### src/rtl/sysctl_pkg.sv
// Shared port identifiers, port addresses and fixed read bytes for the
// system control register file. Assumes a 16-bit port address space.
package sysctl_pkg;

    localparam int ADDR_W = 16;

    typedef enum logic [3:0] {
        P_NONE, P_SPECIAL, P_CPUCFG, P_FEAT, P_STAT, P_DISK, P_EQUIP,
        P_LOCK1, P_LOCK2, P_L2INV, P_KEY, P_SYSCTL, P_CACHE, P_MAPSEL,
        P_SCRATCH
    } port_e;

    localparam logic [ADDR_W-1:0] A_SPECIAL = 16'h0092;
    localparam logic [ADDR_W-1:0] A_CPUCFG  = 16'h0800;
    localparam logic [ADDR_W-1:0] A_FEAT    = 16'h0802;
    localparam logic [ADDR_W-1:0] A_STAT    = 16'h0803;
    localparam logic [ADDR_W-1:0] A_DISK    = 16'h0808;
    localparam logic [ADDR_W-1:0] A_EQUIP   = 16'h080C;
    localparam logic [ADDR_W-1:0] A_LOCK1   = 16'h0810;
    localparam logic [ADDR_W-1:0] A_LOCK2   = 16'h0812;
    localparam logic [ADDR_W-1:0] A_L2INV   = 16'h0814;
    localparam logic [ADDR_W-1:0] A_KEY     = 16'h0818;
    localparam logic [ADDR_W-1:0] A_SYSCTL  = 16'h081C;
    localparam logic [ADDR_W-1:0] A_CACHE   = 16'h0823;
    localparam logic [ADDR_W-1:0] A_MAPSEL  = 16'h0850;
    localparam logic [ADDR_W-1:0] A_SCRBASE = 16'h0398;

    localparam logic [7:0] K_CPUCFG = 8'hEF;
    localparam logic [7:0] K_FEAT   = 8'hAD;
    localparam logic [7:0] K_STAT   = 8'hE0;
    localparam logic [7:0] K_EQUIP  = 8'h3C;
    localparam logic [7:0] K_XFEAT  = 8'h39;
    localparam logic [7:0] K_KEY    = 8'h00;
    localparam logic [7:0] K_CACHE  = 8'h03;
    localparam logic [7:0] K_UNMAP  = 8'hFF;

endpackage

### src/rtl/sysctl_decode.sv
// Address decoder: maps a port address to a port identifier, a scratch slot
// index, and flags telling whether that port accepts reads and writes.
// Assumes the scratch bytes occupy NSCR consecutive ports from A_SCRBASE.
module sysctl_decode
    import sysctl_pkg::*;
#(
    parameter int NSCR  = 2,
    parameter int SCR_IW = (NSCR > 1) ? $clog2(NSCR) : 1
) (
    input  logic [ADDR_W-1:0] addr,
    output port_e             port_sel,
    output logic [SCR_IW-1:0] scr_idx,
    output logic              rd_ok,
    output logic              wr_ok
);

    logic [ADDR_W-1:0] scr_off;

    // Offset of the address into the scratch window.
    always_comb scr_off = addr - A_SCRBASE;

    // Exact-match decode of every named port.
    always_comb begin
        scr_idx = scr_off[SCR_IW-1:0];
        if (scr_off < ADDR_W'(NSCR)) port_sel = P_SCRATCH;
        else begin
            case (addr)
                A_SPECIAL: port_sel = P_SPECIAL;
                A_CPUCFG:  port_sel = P_CPUCFG;
                A_FEAT:    port_sel = P_FEAT;
                A_STAT:    port_sel = P_STAT;
                A_DISK:    port_sel = P_DISK;
                A_EQUIP:   port_sel = P_EQUIP;
                A_LOCK1:   port_sel = P_LOCK1;
                A_LOCK2:   port_sel = P_LOCK2;
                A_L2INV:   port_sel = P_L2INV;
                A_KEY:     port_sel = P_KEY;
                A_SYSCTL:  port_sel = P_SYSCTL;
                A_CACHE:   port_sel = P_CACHE;
                A_MAPSEL:  port_sel = P_MAPSEL;
                default:   port_sel = P_NONE;
            endcase
        end
    end

    // Which ports accept each access direction.
    always_comb begin
        rd_ok = !(port_sel inside {P_NONE, P_DISK, P_LOCK2});
        wr_ok = !(port_sel inside {P_NONE, P_EQUIP, P_KEY, P_CACHE});
    end

endmodule

### src/rtl/sysctl_regs.sv
// Register storage: control levels, masked system control field, map mode,
// scratch bytes and single-cycle lock strobes. Assumes wr_en is a one-cycle
// strobe qualified by the decoded port.
module sysctl_regs
    import sysctl_pkg::*;
#(
    parameter int DW     = 8,
    parameter int SCTL_W = 4,
    parameter int NSCR   = 2,
    parameter int SCR_IW = (NSCR > 1) ? $clog2(NSCR) : 1
) (
    input  logic                     clk,
    input  logic                     rst_n,
    input  logic                     wr_en,
    input  port_e                    port_sel,
    input  logic [SCR_IW-1:0]        scr_idx,
    input  logic [DW-1:0]            wr_data,
    output logic                     soft_reset,
    output logic                     little_endian,
    output logic                     disk_led,
    output logic                     lock_tog1,
    output logic                     lock_tog2,
    output logic [SCTL_W-1:0]        sys_ctl,
    output logic                     io_map_mode,
    output logic [NSCR-1:0][DW-1:0]  scratch
);

    // Control registers and strobes updated by decoded writes.
    always_ff @(posedge clk) begin
        if (!rst_n) begin
            soft_reset    <= 1'b0;
            little_endian <= 1'b0;
            disk_led      <= 1'b0;
            lock_tog1     <= 1'b0;
            lock_tog2     <= 1'b0;
            sys_ctl       <= '0;
            io_map_mode   <= 1'b0;
        end else begin
            lock_tog1 <= wr_en && (port_sel == P_LOCK1);
            lock_tog2 <= wr_en && (port_sel == P_LOCK2);
            if (wr_en) begin
                case (port_sel)
                    P_SPECIAL: begin
                        soft_reset    <= wr_data[0];
                        little_endian <= wr_data[1];
                    end
                    P_DISK:   disk_led    <= wr_data[0];
                    P_SYSCTL: sys_ctl     <= wr_data[SCTL_W-1:0];
                    P_MAPSEL: io_map_mode <= wr_data[0];
                    default:  ;
                endcase
            end
        end
    end

    // One scratch byte per slot, written when its index is selected.
    for (genvar g = 0; g < NSCR; g++) begin : g_scr
        always_ff @(posedge clk) begin
            if (!rst_n) scratch[g] <= '0;
            else if (wr_en && port_sel == P_SCRATCH && scr_idx == SCR_IW'(g))
                scratch[g] <= wr_data;
        end
    end

    assert_strobe_excl_R6: assert property (@(posedge clk) disable iff (!rst_n)
        $onehot0({lock_tog1, lock_tog2}));
    assert_strobe_cause_R6: assert property (@(posedge clk) disable iff (!rst_n)
        (lock_tog1 || lock_tog2) |-> $past(wr_en));
    assert_reset_level_R2: assert property (@(posedge clk) disable iff (!rst_n)
        (wr_en && port_sel == P_SPECIAL) |=> (soft_reset == $past(wr_data[0])));
    assert_sysctl_mask_R7: assert property (@(posedge clk) disable iff (!rst_n)
        !(wr_en && port_sel == P_SYSCTL) |=> $stable(sys_ctl));

endmodule

### src/rtl/sysctl_rdmux.sv
// Read path: selects the byte for the decoded port, registers it on a read,
// and raises a one-cycle error pulse for accesses with no decode.
// Assumes rd_en and wr_en are not asserted together.
module sysctl_rdmux
    import sysctl_pkg::*;
#(
    parameter int DW     = 8,
    parameter int SCTL_W = 4,
    parameter int NSCR   = 2,
    parameter int SCR_IW = (NSCR > 1) ? $clog2(NSCR) : 1
) (
    input  logic                     clk,
    input  logic                     rst_n,
    input  logic                     rd_en,
    input  logic                     wr_en,
    input  port_e                    port_sel,
    input  logic [SCR_IW-1:0]        scr_idx,
    input  logic                     rd_ok,
    input  logic                     wr_ok,
    input  logic [SCTL_W-1:0]        sys_ctl,
    input  logic                     io_map_mode,
    input  logic [NSCR-1:0][DW-1:0]  scratch,
    output logic [DW-1:0]            rd_data,
    output logic                     decode_err
);

    logic [DW-1:0] rd_mux;

    // Byte presented by the currently addressed port.
    always_comb begin
        case (port_sel)
            P_SPECIAL: rd_mux = '0;
            P_CPUCFG:  rd_mux = K_CPUCFG;
            P_FEAT:    rd_mux = K_FEAT;
            P_STAT:    rd_mux = K_STAT;
            P_EQUIP:   rd_mux = K_EQUIP;
            P_LOCK1:   rd_mux = K_XFEAT;
            P_KEY:     rd_mux = K_KEY;
            P_SYSCTL:  rd_mux = DW'(sys_ctl);
            P_CACHE:   rd_mux = K_CACHE;
            P_MAPSEL:  rd_mux = DW'(io_map_mode);
            P_SCRATCH: rd_mux = scratch[scr_idx];
            default:   rd_mux = K_UNMAP;
        endcase
    end

    // Capture read data on a read strobe and flag undecoded accesses.
    always_ff @(posedge clk) begin
        if (!rst_n) begin
            rd_data    <= '0;
            decode_err <= 1'b0;
        end else begin
            if (rd_en) rd_data <= rd_mux;
            decode_err <= (rd_en && !rd_ok) || (wr_en && !wr_ok);
        end
    end

endmodule

### src/rtl/sysctl_portfile.sv
// Top of the system control port register file: decode, storage and read
// path. Assumes a byte-wide bus with one-cycle read or write strobes.
module sysctl_portfile
    import sysctl_pkg::*;
#(
    parameter int DW     = 8,
    parameter int SCTL_W = 4,
    parameter int NSCR   = 2
) (
    input  logic              clk,
    input  logic              rst_n,
    input  logic [15:0]       addr,
    input  logic              wr_en,
    input  logic              rd_en,
    input  logic [DW-1:0]     wr_data,
    output logic [DW-1:0]     rd_data,
    output logic              soft_reset,
    output logic              little_endian,
    output logic              disk_led,
    output logic              lock_tog1,
    output logic              lock_tog2,
    output logic [SCTL_W-1:0] sys_ctl,
    output logic              io_map_mode,
    output logic              decode_err
);

    localparam int SCR_IW = (NSCR > 1) ? $clog2(NSCR) : 1;

    port_e                   port_sel;
    logic [SCR_IW-1:0]       scr_idx;
    logic                    rd_ok;
    logic                    wr_ok;
    logic [NSCR-1:0][DW-1:0] scratch;

    sysctl_decode #(.NSCR(NSCR), .SCR_IW(SCR_IW)) u_dec (
        .addr(addr), .port_sel(port_sel), .scr_idx(scr_idx),
        .rd_ok(rd_ok), .wr_ok(wr_ok)
    );

    sysctl_regs #(.DW(DW), .SCTL_W(SCTL_W), .NSCR(NSCR), .SCR_IW(SCR_IW)) u_regs (
        .clk(clk), .rst_n(rst_n), .wr_en(wr_en), .port_sel(port_sel),
        .scr_idx(scr_idx), .wr_data(wr_data), .soft_reset(soft_reset),
        .little_endian(little_endian), .disk_led(disk_led),
        .lock_tog1(lock_tog1), .lock_tog2(lock_tog2), .sys_ctl(sys_ctl),
        .io_map_mode(io_map_mode), .scratch(scratch)
    );

    sysctl_rdmux #(.DW(DW), .SCTL_W(SCTL_W), .NSCR(NSCR), .SCR_IW(SCR_IW)) u_rd (
        .clk(clk), .rst_n(rst_n), .rd_en(rd_en), .wr_en(wr_en),
        .port_sel(port_sel), .scr_idx(scr_idx), .rd_ok(rd_ok), .wr_ok(wr_ok),
        .sys_ctl(sys_ctl), .io_map_mode(io_map_mode), .scratch(scratch),
        .rd_data(rd_data), .decode_err(decode_err)
    );

    assert_unmapped_ff_R9: assert property (@(posedge clk) disable iff (!rst_n)
        (rd_en && port_sel inside {P_NONE, P_L2INV}) |=> (rd_data == {DW{1'b1}}));
    assert_err_cause_R11: assert property (@(posedge clk) disable iff (!rst_n)
        decode_err |-> $past(rd_en || wr_en));
    assert_rd_hold_R12: assert property (@(posedge clk) disable iff (!rst_n)
        !rd_en |=> $stable(rd_data));

endmodule

### config.mk
export PLATFORM = sky130hd
export DESIGN_NAME = sysctl_portfile
export DESIGN_NICKNAME = d
export VERILOG_FILES = /design/src/rtl/sysctl_pkg.sv /design/src/rtl/sysctl_decode.sv /design/src/rtl/sysctl_regs.sv /design/src/rtl/sysctl_rdmux.sv /design/src/rtl/sysctl_portfile.sv
export SDC_FILE = /design/constraint.sdc
export NUM_CORES = 1
export LEC_CHECK = 0
export ABC_AREA = 1
export BUFFER_PORTS_ARGS = -buffer_cell sky130_fd_sc_hd__buf_4
export CAP_MARGIN = 5
export CORE_MARGIN = 3
export CORE_UTILIZATION = 40
export DETAILED_ROUTE_END_ITERATION = 10
export MAX_ROUTING_LAYER = met4
export SLEW_MARGIN = 20
export SYNTH_ARGS = -nofsm -noshare
export SYNTH_HDL_FRONTEND = slang
export SYNTH_SLANG_ARGS = --single-unit
### constraint.sdc
create_clock -name clk -period 2.1 [get_ports clk]
set_clock_uncertainty 0.1 [all_clocks]
set_input_delay 0.21 -clock clk [delete_from_list [all_inputs] [get_ports clk]]
set_output_delay 0.21 -clock clk [all_outputs]
set_load 0.05 [all_outputs]
==> qor.csv <==
metric,value,unit
I/O Pins,47,
Post-synth EDFFs,0,
antenna violations before repair,0,
max reg flops,16,
Final min period,1915,ps
post-route cell area,3218,sq um
Residual DRC,0,
top post-synthesis cells by area,"dfxtp_1 28%, nand2_1 13%, inv_1 8.9%",
max frequency,522.1,MHz
Sink Count,35,
Clock Pin Slew Worst Setup and Hold Paths,70,ps
area occupied by multi-input gates,1456,sq um
WL final,6679,um
die area,7217,sq um
"Slew Viols, Final",0,
Syn Nets,429,
Worst Path Required,2200,ps
crit-path max FO,8,
gr ovfl total,0,
Die X,84.96,um
gr usage total,19.92,%
crit path kind,in -> reg,
Power Total,1.451,mW
Worst Tran Pin Value,425.1,ps
Min Hold Slack,37.49,ps
"Arr. time, crit path",2010,ps
First DRT Iteration DRCs,156,
Skew-Pair Late Insertion Delay,300,ps
Leakage Power,1.540,nW
cell chain of the critical path,buf_4 > ha_1 > inv_1 > nand2_1 > nor2_1 > nand3_1 > nor2_1 > nand3_1 > nor2_1 > nand2_2 > buf_4 > nand4_2 > nand2_1 > nor2_1 > nand3_1 > nand2_1 > inv_1,
GPL Wtd Cong,0.9181,
Starting Density,41.62,%
drt pass-1 iters,5,
Power per Cell Area,451.0,nW/um^2
core area,5991,sq um
most frequent CP cell,nor2_1,
postcts setup bufs,0,
Slew HR,71.63,%
Seq. cell area,700.7,sq um
Regs by FF count,"u_regs.scratch (16), u_rd.rd_data (8), u_regs.sys_ctl (4)",
Vias/cell,4.827,
Final HPWL DP,5498,um
maximum root-to-sink buffer count,2,
sequential element share of the synthesized area,28.10,%
"most common cell after layout, fill and taps aside",nand2_1,
"Primary FF master, synth",dfxtp_1,
ys async rst share,0,%
CTS tree,done,
vias in the first global route,2515,
kind of cell adding the most delay to the critical path,simple AND/OR/NAND/NOR gates,
Reg2Reg Setup Slack,910,ps
largest net degree at the start of global routing,25,
CP Buf/Inv Count,4,
ant diodes,0,
CP startpoint kind,input pin,
vias,2684,
final hold viol count,0,
status,"complete, no violations",
CTS buffer count,5,
most frequent cells in the layout,"86 x nand2_1, 85 x buf_4, 59 x inv_1, 48 x nor2_1, 35 x dfxtp_1",
clock root cell,clkbuf_8,
CP max stage delay,270,ps
Final Net Count,509,
Crit. End Element,flop,
fillers,625,
Antenna Nets Post-Route,0,
Gate Count Post-Synth,400,
RSZ-0062 raised after global routing,no,
Layout area overhead,29.05,%
Largest Register,u_regs.scratch,
HP Class,in -> reg,
Yosys reg bits,35,
Max-Cap Viols,0,
Port Buffers,46,
Placed Cells,548,
Post-Syn Area,2494,sq um
synth warn,0,
Yosys top cell area share,28.10,%
first-pass GRT wire length,11370,um
row cnt,28,
die height,84.96,um
peak supply drop,0.2990,mV
DR WL/cell,12.01,um
share of layout cells above drive strength 1,27.03,%
Tcrit/Tclk final,91.20,%
Post-Layout Cell Count,556,
Syn Area/Cell,6.234,sq um
CTS H-tree depth,2,
Synth area leader,dfxtp_1,
Post-DP Area,3127,sq um
Final setup viols,0,
"slowest stage cell, crit path",ha_1,
post-synth cell types,38,
==> worst paths after layout <==
check | startpoint | endpoint | cells after the start
setup / recovery | addr[3] | u_rd.rd_data[7] | 17
hold / removal | wr_en | u_regs.io_map_mode | 2
setup reg to reg | u_regs.scratch[1] | u_rd.rd_data[1] | 6
hold reg to reg | u_regs.scratch[6] | u_regs.scratch[6] | 2
==> metrics by stage <==
stage	util [%]	setup TNS, ps	worst slack (ps)
floorplan	-	0	310.7
global placement	52.19	-1681	-165.0
detailed placement	52.19	-2487	-163.7
CTS	53.68	0	141.0
global route	53.72	0	2.450
finish	53.72	0	184.7
==> what timing repair did <==
item                                    in CTS  in global routing
hold buffers                                 0                  0
endpoints found under the setup margin       0                  6
endpoints found under the hold margin        0                  0
gates resized for setup                      0                  1
==> where the power goes <==
part,total (mW),internal (mW),switching [mW]
Sequential,0.681,0.676,0.00565
Combinational,0.283,0.108,0.175
Clock,0.487,0.230,0.256
Total,1.45,1.01,0.437
==> cells in the mapped netlist, types with 4 or more instances <==
cell type  count
dfxtp_1       35
nor3_1         4
inv_2          5
buf_6          4
nand3_2        4
nor2_1        49
nand3_1       32
nand2_2        8
nor2_2         6
o21ai_0       34
a21oi_1       28
nor2_4         5
inv_1         59
nand4_1        7
nand2_1       86
o21ai_1        5
==> worst reg2reg max path: cells and delay by family, from the launching register on <==
family	cells	cell delay, ps
flops	1	320
compound gates	2	370
simple gates	3	260
buf+inv	1	30
==> per-layer routing <==
| metal | GRT usage [%] | share of wire (%) | up-vias |
|---|---|---|---|
| li1 | - | - | 1447 |
| met1 | 26.08 | 49 | 1172 |
| met2 | 31.50 | 45 | 57 |
| met3 | 3.301 | 4.6 | 8 |
| met4 | 6.043 | 1.3 | 0 |
| met5 | - | 0 | - |
==> layout make-up <==
class	instances	share of cell area [%]
Clock inverter	3	0.6221
Timing Repair Buffer	85	19.83
Sequential cell	35	21.77
Clock buffer	5	2.138
Tap cell	75	2.916
Multi-Input combinational cell	289	45.26
Inverter	64	7.465
==> cell families (layout without fill, tap and decap cells) <==
logic type / after synthesis / after routing / synth area share (%)
adder cells (fa/ha/maj): 1 / 1 / 0.5017
AO/OA/AOI/OAI: 77 / 77 / 17.06
flip-flops: 35 / 35 / 28.10
buffers and inverters: 76 / 157 / 13.60
AND/OR/NAND/NOR: 211 / 211 / 40.74
(Power assumes the default switching activity.)
